--- config.mk ---
export PLATFORM = sky130hd
export DESIGN_NAME = sticky_status_ctrl
export DESIGN_NICKNAME = d
export VERILOG_FILES = /design/src/rtl/sts_pkg.sv /design/src/rtl/sts_cmd_decode.sv /design/src/rtl/sts_flag_cell.sv /design/src/rtl/sticky_status_ctrl.sv
export SDC_FILE = /design/constraint.sdc
export NUM_CORES = 1
export LEC_CHECK = 0
export BUFFER_PORTS_ARGS = -buffer_cell sky130_fd_sc_hd__buf_2
export CORE_MARGIN = 10
export CORE_UTILIZATION = 37
export DETAILED_ROUTE_END_ITERATION = 6
export GPL_TIMING_DRIVEN = 0
export PLACE_DENSITY = 0.81
export REMOVE_ABC_BUFFERS = 1
export SETUP_SLACK_MARGIN = 0.5
export SLEW_MARGIN = 10
export SYNTH_ARGS = -nofsm -noshare
export SYNTH_HDL_FRONTEND = slang
export SYNTH_SLANG_ARGS = --single-unit
--- constraint.sdc ---
create_clock -name clk -period 1.2 [get_ports clk]
set_input_delay 0.12 -clock clk [delete_from_list [all_inputs] [get_ports clk]]
set_output_delay 0.12 -clock clk [all_outputs]
set_load 0.01 [all_outputs]
--- src/rtl/sts_pkg.sv ---
package sts_pkg;
  localparam int NFLAG = 8;
  localparam int NGATED = 5;
  localparam int FIRST_ERR = 2;

  // Flag order inside the block:
  // 0 enable, 1 master, 2 mode error, 3 tx overflow,
  // 4 rx overflow, 5 abort, 6 tx underflow, 7 rx underflow
  function automatic int clr_pos(input int i);
    case (i)
      0: return 0;
      1: return 2;
      2: return 6;
      3: return 8;
      4: return 9;
      5: return 10;
      6: return 11;
      default: return 4;
    endcase
  endfunction

  function automatic int set_pos(input int i);
    case (i)
      0: return 1;
      1: return 3;
      2: return 7;
      3: return 12;
      4: return 13;
      5: return 14;
      6: return 15;
      default: return 5;
    endcase
  endfunction

  function automatic int stat_pos(input int i);
    case (i)
      0: return 0;
      1: return 1;
      2: return 7;
      3: return 8;
      4: return 9;
      5: return 10;
      6: return 11;
      default: return 12;
    endcase
  endfunction
endpackage

--- src/rtl/sts_cmd_decode.sv ---
module sts_cmd_decode #(
  parameter int CMD_W = 16,
  parameter int NF = sts_pkg::NFLAG
) (
  input  logic             we_i,
  input  logic [CMD_W-1:0] cmd_i,
  output logic [NF-1:0]    set_o,
  output logic [NF-1:0]    clr_o
);
  for (genvar g = 0; g < NF; g++) begin : g_pair
    assign set_o[g] = we_i & cmd_i[sts_pkg::set_pos(g)];
    assign clr_o[g] = we_i & cmd_i[sts_pkg::clr_pos(g)];
  end
endmodule

--- src/rtl/sts_flag_cell.sv ---
module sts_flag_cell (
  input  logic clk,
  input  logic rst,
  input  logic set_i,
  input  logic clr_i,
  input  logic hw_i,
  output logic nxt_o,
  output logic q_o
);
  always_comb begin
    nxt_o = q_o;
    if (hw_i)
      nxt_o = 1'b1;
    else if (set_i && !clr_i)
      nxt_o = 1'b1;
    else if (clr_i && !set_i)
      nxt_o = 1'b0;
  end

  always_ff @(posedge clk) begin
    if (rst) q_o <= 1'b0;
    else     q_o <= nxt_o;
  end

  AST_HW_STICKS: assert property (@(posedge clk) disable iff (rst)
    hw_i |=> q_o);
  AST_PAIR_HOLDS: assert property (@(posedge clk) disable iff (rst)
    (set_i && clr_i && !hw_i) |=> $stable(q_o));
  AST_IDLE_HOLDS: assert property (@(posedge clk) disable iff (rst)
    (!set_i && !clr_i && !hw_i) |=> $stable(q_o));
endmodule

--- src/rtl/sticky_status_ctrl.sv ---
module sticky_status_ctrl #(
  parameter int CMD_W    = 16,
  parameter int STAT_W   = 32,
  parameter int RXBV_W   = 3,
  parameter int RXBV_LSB = 28,
  parameter int BUSY_BIT = 13
) (
  input  logic                      clk,
  input  logic                      rst,
  input  logic                      cmd_we,
  input  logic [CMD_W-1:0]          cmd_word,
  input  logic [sts_pkg::NGATED-1:0] err_enable,
  input  logic [sts_pkg::NGATED-1:0] err_pulse,
  input  logic                      mode_err_pulse,
  input  logic                      busy_in,
  input  logic [RXBV_W-1:0]         rxbv_in,
  output logic [STAT_W-1:0]         status_word,
  output logic                      err_irq
);
  localparam int NF   = sts_pkg::NFLAG;
  localparam int NG   = sts_pkg::NGATED;
  localparam int FE   = sts_pkg::FIRST_ERR;
  localparam int GOFF = FE + 1;

  logic [NF-1:0] set_v, clr_v, hw_v, nxt_v, q_v;
  logic busy_q;
  logic [RXBV_W-1:0] rxbv_q;

  sts_cmd_decode #(.CMD_W(CMD_W), .NF(NF)) u_dec (
    .we_i(cmd_we), .cmd_i(cmd_word), .set_o(set_v), .clr_o(clr_v)
  );

  assign hw_v[0]  = 1'b0;
  assign hw_v[1]  = 1'b0;
  assign hw_v[FE] = mode_err_pulse;
  for (genvar g = 0; g < NG; g++) begin : g_gate
    assign hw_v[GOFF+g] = err_pulse[g] & err_enable[g];
  end

  for (genvar f = 0; f < NF; f++) begin : g_flag
    sts_flag_cell u_cell (
      .clk(clk), .rst(rst), .set_i(set_v[f]), .clr_i(clr_v[f]),
      .hw_i(hw_v[f]), .nxt_o(nxt_v[f]), .q_o(q_v[f])
    );
  end

  always_ff @(posedge clk) begin
    if (rst) begin
      busy_q  <= 1'b0;
      rxbv_q  <= '0;
      err_irq <= 1'b0;
    end else begin
      busy_q  <= busy_in;
      rxbv_q  <= rxbv_in;
      err_irq <= |nxt_v[NF-1:FE];
    end
  end

  always_comb begin
    status_word = '0;
    for (int f = 0; f < NF; f++)
      status_word[sts_pkg::stat_pos(f)] = q_v[f];
    status_word[BUSY_BIT] = busy_q;
    status_word[RXBV_LSB +: RXBV_W] = rxbv_q;
  end

  AST_RESET_CLEAR: assert property (@(posedge clk)
    rst |=> (status_word == '0 && !err_irq));
  AST_IRQ_MATCH: assert property (@(posedge clk) disable iff (rst)
    err_irq == (|q_v[NF-1:FE]));
  AST_CLEAR_EN: assert property (@(posedge clk) disable iff (rst)
    (cmd_we && cmd_word[0] && !cmd_word[1]) |=> !status_word[0]);
  AST_MASKED_ABORT: assert property (@(posedge clk) disable iff (rst)
    (!err_enable[2] && err_pulse[2] && !status_word[10] &&
     !(cmd_we && cmd_word[14])) |=> !status_word[10]);
  AST_BUSY_FOLLOW: assert property (@(posedge clk) disable iff (rst)
    1'b1 |=> status_word[BUSY_BIT] == $past(busy_in));
endmodule

### After elaboration in Yosys (flattened, before gate mapping)

Cells that the tools add are included.
Widths: inputs -> output; s select.

| storage, ports and cells | value |
|---|---|
| register bits | 13 |
| input bits | 34 |
| output and inout port bits | 33 |
| logic and storage cells | 89 |

| operators by class | value |
|---|---|
| multiplexer cells | 22 |
| bitwise operators | 21 |
| reductions and logical operators | 35 |

Operators with widths:

| cell | count |
|---|---|
| $mux 1 | 22 |
| $and 1x1->1 | 21 |
| $logic_and 1x1->1 | 16 |
| $logic_not 1->1 | 16 |
| $reduce_or 6->1 | 1 |
| $reduce_bool 2->1 | 2 |

### Depth between registers and ports, before layout

| logic depth | value |
|---|---|
| depth in word-level cells | 7 |
| gate-level depth with buffers | 6 |
| depth with buffers taken out | 5 |

### Hierarchy

A second synthesis with hierarchy kept.

| second synthesis, totals | value |
|---|---|
| cell total of the unflattened synthesis | 104 |
| area total of the unflattened synthesis | 839.6 µm² |

Modules (own cells, without submodules):

| module | instances | cells an instance | area each (µm²) | seq. area each (µm²) |
|---|---|---|---|---|
| sts_flag_cell | 8 | 6 | 47.5 | 20.0 |
| sticky_status_ctrl | 1 | 39 | 332.8 | 100.1 |
| sts_cmd_decode | 1 | 17 | 126.4 | 0.0 |

### Least setup slack after synthesis

OpenSTA, ideal clock, no wires.

| timing path | value |
|---|---|
| kind | register to register |
| start point | register g_flag[6].u_cell.q_o |
| end point | register err_irq |
| library setup time | 139 ps |
| arrival time | 962 ps |
| required time | 1061 ps |
| path slack | 100 ps |
| cell stages (with the launch flop) | 6 |
| buffers on the path | 0 |
| clock period less this slack | 1100 ps |
| cells stage by stage | dfxtp_1 -> a21boi_2 -> o22ai_2 -> nand2_1 -> a211oi_2 -> a41oi_1 |

| between the ends | value |
|---|---|
| cells in the longest elaborated chain, start to end | 4 |

RTL lines:

| what | RTL line | text |
|---|---|---|
| start, declared | sts_flag_cell.sv:8 | `output logic q_o` |
| start signal, assigned | sts_flag_cell.sv:22 | `else q_o <= nxt_o;` |
| $mux 1 | sts_flag_cell.sv:16 | `else if (clr_i && !set_i)` |
| $mux 1 | sts_flag_cell.sv:14 | `else if (set_i && !clr_i)` |
| $mux 1 | sts_flag_cell.sv:12 | `if (hw_i)` |
| $reduce_or 6->1 | sticky_status_ctrl.sv:55 | `err_irq <= \|nxt_v[NF-1:FE];` |
| end signal, assigned | sticky_status_ctrl.sv:55 |  |
| end, declared | sticky_status_ctrl.sv:18 | `output logic err_irq` |

Every way passes these cells.
A chain may end at the register's enable or synchronous reset.

### Final worst setup path

Ends and elaborated chain as after synthesis.

==> summary.txt <==
Synth
  – Synth Cell Area: 791 um^2
  – Synth area leader: dfxtp_1
  – Most frequent cell after synthesis: buf_4
  – Yosys cell types: 21
  – Post-synth EDFFs: 0
  – Synth warn: 0
  – Post-Syn Area per Cell: roughly 8.3 um^2
  – Post-Syn Instances: between 90 and 100
  – Leading post-synthesis cells by instance count: buf_4, a21oi_1, dfxtp_1
  – Synthesized flop and latch total: 13
  – Synth top area share: about 33%
  – Synth top area cells: dfxtp_1, buf_4, a21oi_1
  – Seq/Total Area, Yosys: between 30% and 40%
  – Ys async rst share: 0%
  – Post-synth top flop: dfxtp_1

Layout
  – Share of post-route cells with drive strength above 1: 62.1%
  – Post-Layout Cell Count: ~170
  – Diodes inserted: 0
  – Layout Utilization: 58.9%
  – Final nets: between 150 and 200
  – Synthesis-to-layout area growth: 49.1%

Global routing
  – Total Routing Usage GR: a little over a tenth
  – Antenna violations before repair: 0
  – First-pass GRT wire length: about 3.6 mm
  – Vias in the first global route: approximately 780
  – GRT Residual Overflow: 0
  – Largest net degree at the start of global routing: 14

Pwr
  – Tot Pwr: approximately 0.0011 W
  – Comb power frac: a little under a third
  – Switching part of the total: 29.5%
  – Static Leak: between 0.5 and 0.6 nW
  – Pwr Density: 920 nW/um^2
  – Share of power burned in registers: 44.6%
  – Clock power frac: 24.0%
  – Peak supply drop: just over 0.0006 V
  – Int Power: 0.000765 W
  – Switching Power: approximately 0.00032 W

Detailed routing
  – Routed len/inst: ~15 um
  – WL final: 2.53 mm
  – Vias: 740
  – DRT antenna net count: 0
  – Via density: 4.43
  – Drt pass-1 iters: 3
  – Post-route DRC: 0
  – Initial DRC count: 35

Clock network
  – CTS buffer count: 3
  – Reg clk slew, reported paths: around 0.08 ns
  – Worst-skew pair later-pin latency: roughly 0.27 ns
  – Root Driver: clkbuf_4
  – # clock sinks: 13
  – TritonCTS clock tree: built
  – CTS max path bufs: 2
  – H-tree levels: 1
  – Hold_buf cts: 0

Worst setup path
  – Startpoint class of the critical path: flip-flop
  – Slowest-stage cell, CP: dfxtp_2
  – Req. time, crit path: roughly 1.3 ns
  – Crit path cell chain: a21boi_2, o22ai_2, nand2_1, a211oi_2, a41oi_2
  – Bufs and invs on worst path: 0
  – Critical setup path kind: flip-flop to flip-flop
  – Critical Path AT: approximately 1.3 ns
  – Largest stage delay, worst path: between 0.3 and 0.4 ns
  – CP endpoint kind: flip-flop
  – CP Max Fanout: 2
  – Top delay family on crit path: compound AO/OA/AOI/OAI gates

Timing
  – Final setup vio count: 0
  – Period utilisation layout: a little over nine tenths
  – RSZ-0062 raised after global routing: true
  – Max-slew violations: 0
  – Fmax: about 870 MHz
  – Layout Skew: about 0.0022 ns
  – Hold Vio Cnt, Final: 0
  – Crit path time final: between 1 and 1.5 ns
  – WHS: between 0.06 and 0.07 ns
  – Setup TNS: 0 ns

Die
  – Die Width: approximately 66 um
  – Die ar.: around 4400 um^2
  – Core area: between 2000 and 2500 um^2
  – Io pins: 67
  – Die H: between 60 and 70 um
  – Row cnt: 16
  – Initial Utilization: 39.5%

Placed design
  – DPL Wire Length: between 1.5 and 2 mm
  – Placer Congestion: ~0.78
  – # port buffers: between 40 and 50
  – Placed cell count: around 160

Flow run
  – Max Cap Violations: 0

Min path
  – Worst hold path class: primary input to flip-flop

Outcome
  – Status: completed
==> sequential cells by signal (all words and copies together) (netlist names) <==
| name | cells |
|---|---|
| busy_q | 1 |
| err_irq | 1 |
| g_flag.u_cell.q_o | 8 |
| rxbv_q | 3 |
==> cells in the final DEF (no fill, tap or decap), drive strengths merged <==
cell type  synthesis  layout
nand2              4       4
nor2b              5       5
dfxtp             13      13
buf               30      53
a41oi              1       1
ha                 2       2
conb               1      20
clkbuf             1       4
mux2i              2       2
a21boi             1       1
o21ai              5       5
a211oi             1       1
inv                1       1
and2               3       3
o22ai              1       1
nor4               1       1
nor2               9       9
a21oi             14      14
==> stage by stage <==
stage	setup WS, ns	instance area [um^2]
CTS	0.0570	1100
floorplan	0.0579	629
finish	0.0505	1180
global route	-0.0102	1180
global placement	-0.162	893
detailed placement	-0.193	893
==> worst paths after layout <==
path | start | end | slack [ns] | cells past startpoint
setup / recovery | g_flag[6].u_cell.q_o$_SDFF_PP0_ | err_irq$_SDFF_PP0_ | 0.05 | 5
hold / removal | rxbv_in[0] | rxbv_q[0]$_SDFF_PP0_ | 0.06 | 2
setup reg to reg | g_flag[6].u_cell.q_o$_SDFF_PP0_ | err_irq$_SDFF_PP0_ | 0.05 | 5
hold reg to reg | g_flag[0].u_cell.q_o$_SDFFE_PP0P_ | g_flag[0].u_cell.q_o$_SDFFE_PP0P_ | 0.52 | 2
==> power groups by stage <==
stage	clock [W]	sequential [W]	combinational (W)
after global routing	0.000293	0.000488	0.000369
after CTS	0.000275	0.000479	0.000299
after detailed placement	0	0.000483	0.000227
final	0.000261	0.000484	0.000341
after global placement	0	0.000480	0.000221
after floorplan	0	0.000496	0.000104
==> cells by family after synthesis <==
kind of cell / Yosys count / synth area share (%)
buffers and inverters: 32 / 29.9
AOI/OAI and AO/OA: 23 / 17.7
and+or+nand+nor: 22 / 13.3
DFF: 13 / 32.9
muxes: 2 / 2.53
adders and majority gates: 2 / 3.16
other: 1 / 0.474
==> metal layers <==
| layer | GRT usage [%] | vias to the layer above | share of wire, % |
|---|---|---|---|
| met1 | 10.1 | 336 | 36 |
| met4 | 2.88 | 0 | 0 |
| met3 | 6.61 | 0 | 14 |
| li1 | - | 359 | - |
| met5 | 0 | - | 0 |
| met2 | 17.9 | 45 | 50 |
==> area by class of cell <==
cell class | count | area (um^2)
clock buffer | 4 | 26.3
fill | 169 | 823
inverter | 1 | 3.75
multi-input combinational | 69 | 462
sequential | 13 | 270
tap | 27 | 33.8
timing repair buffer | 53 | 383
==> timing repair <==
item | CTS | global route
endpoints found under the setup margin | 22 | 22
buffers inserted | 6 | 1
hold endpoints to repair | 0 | 0
gates resized for setup | 30 | 20
pin swaps | 13 | 12
Note: power is estimated with default switching activity, not from simulation.
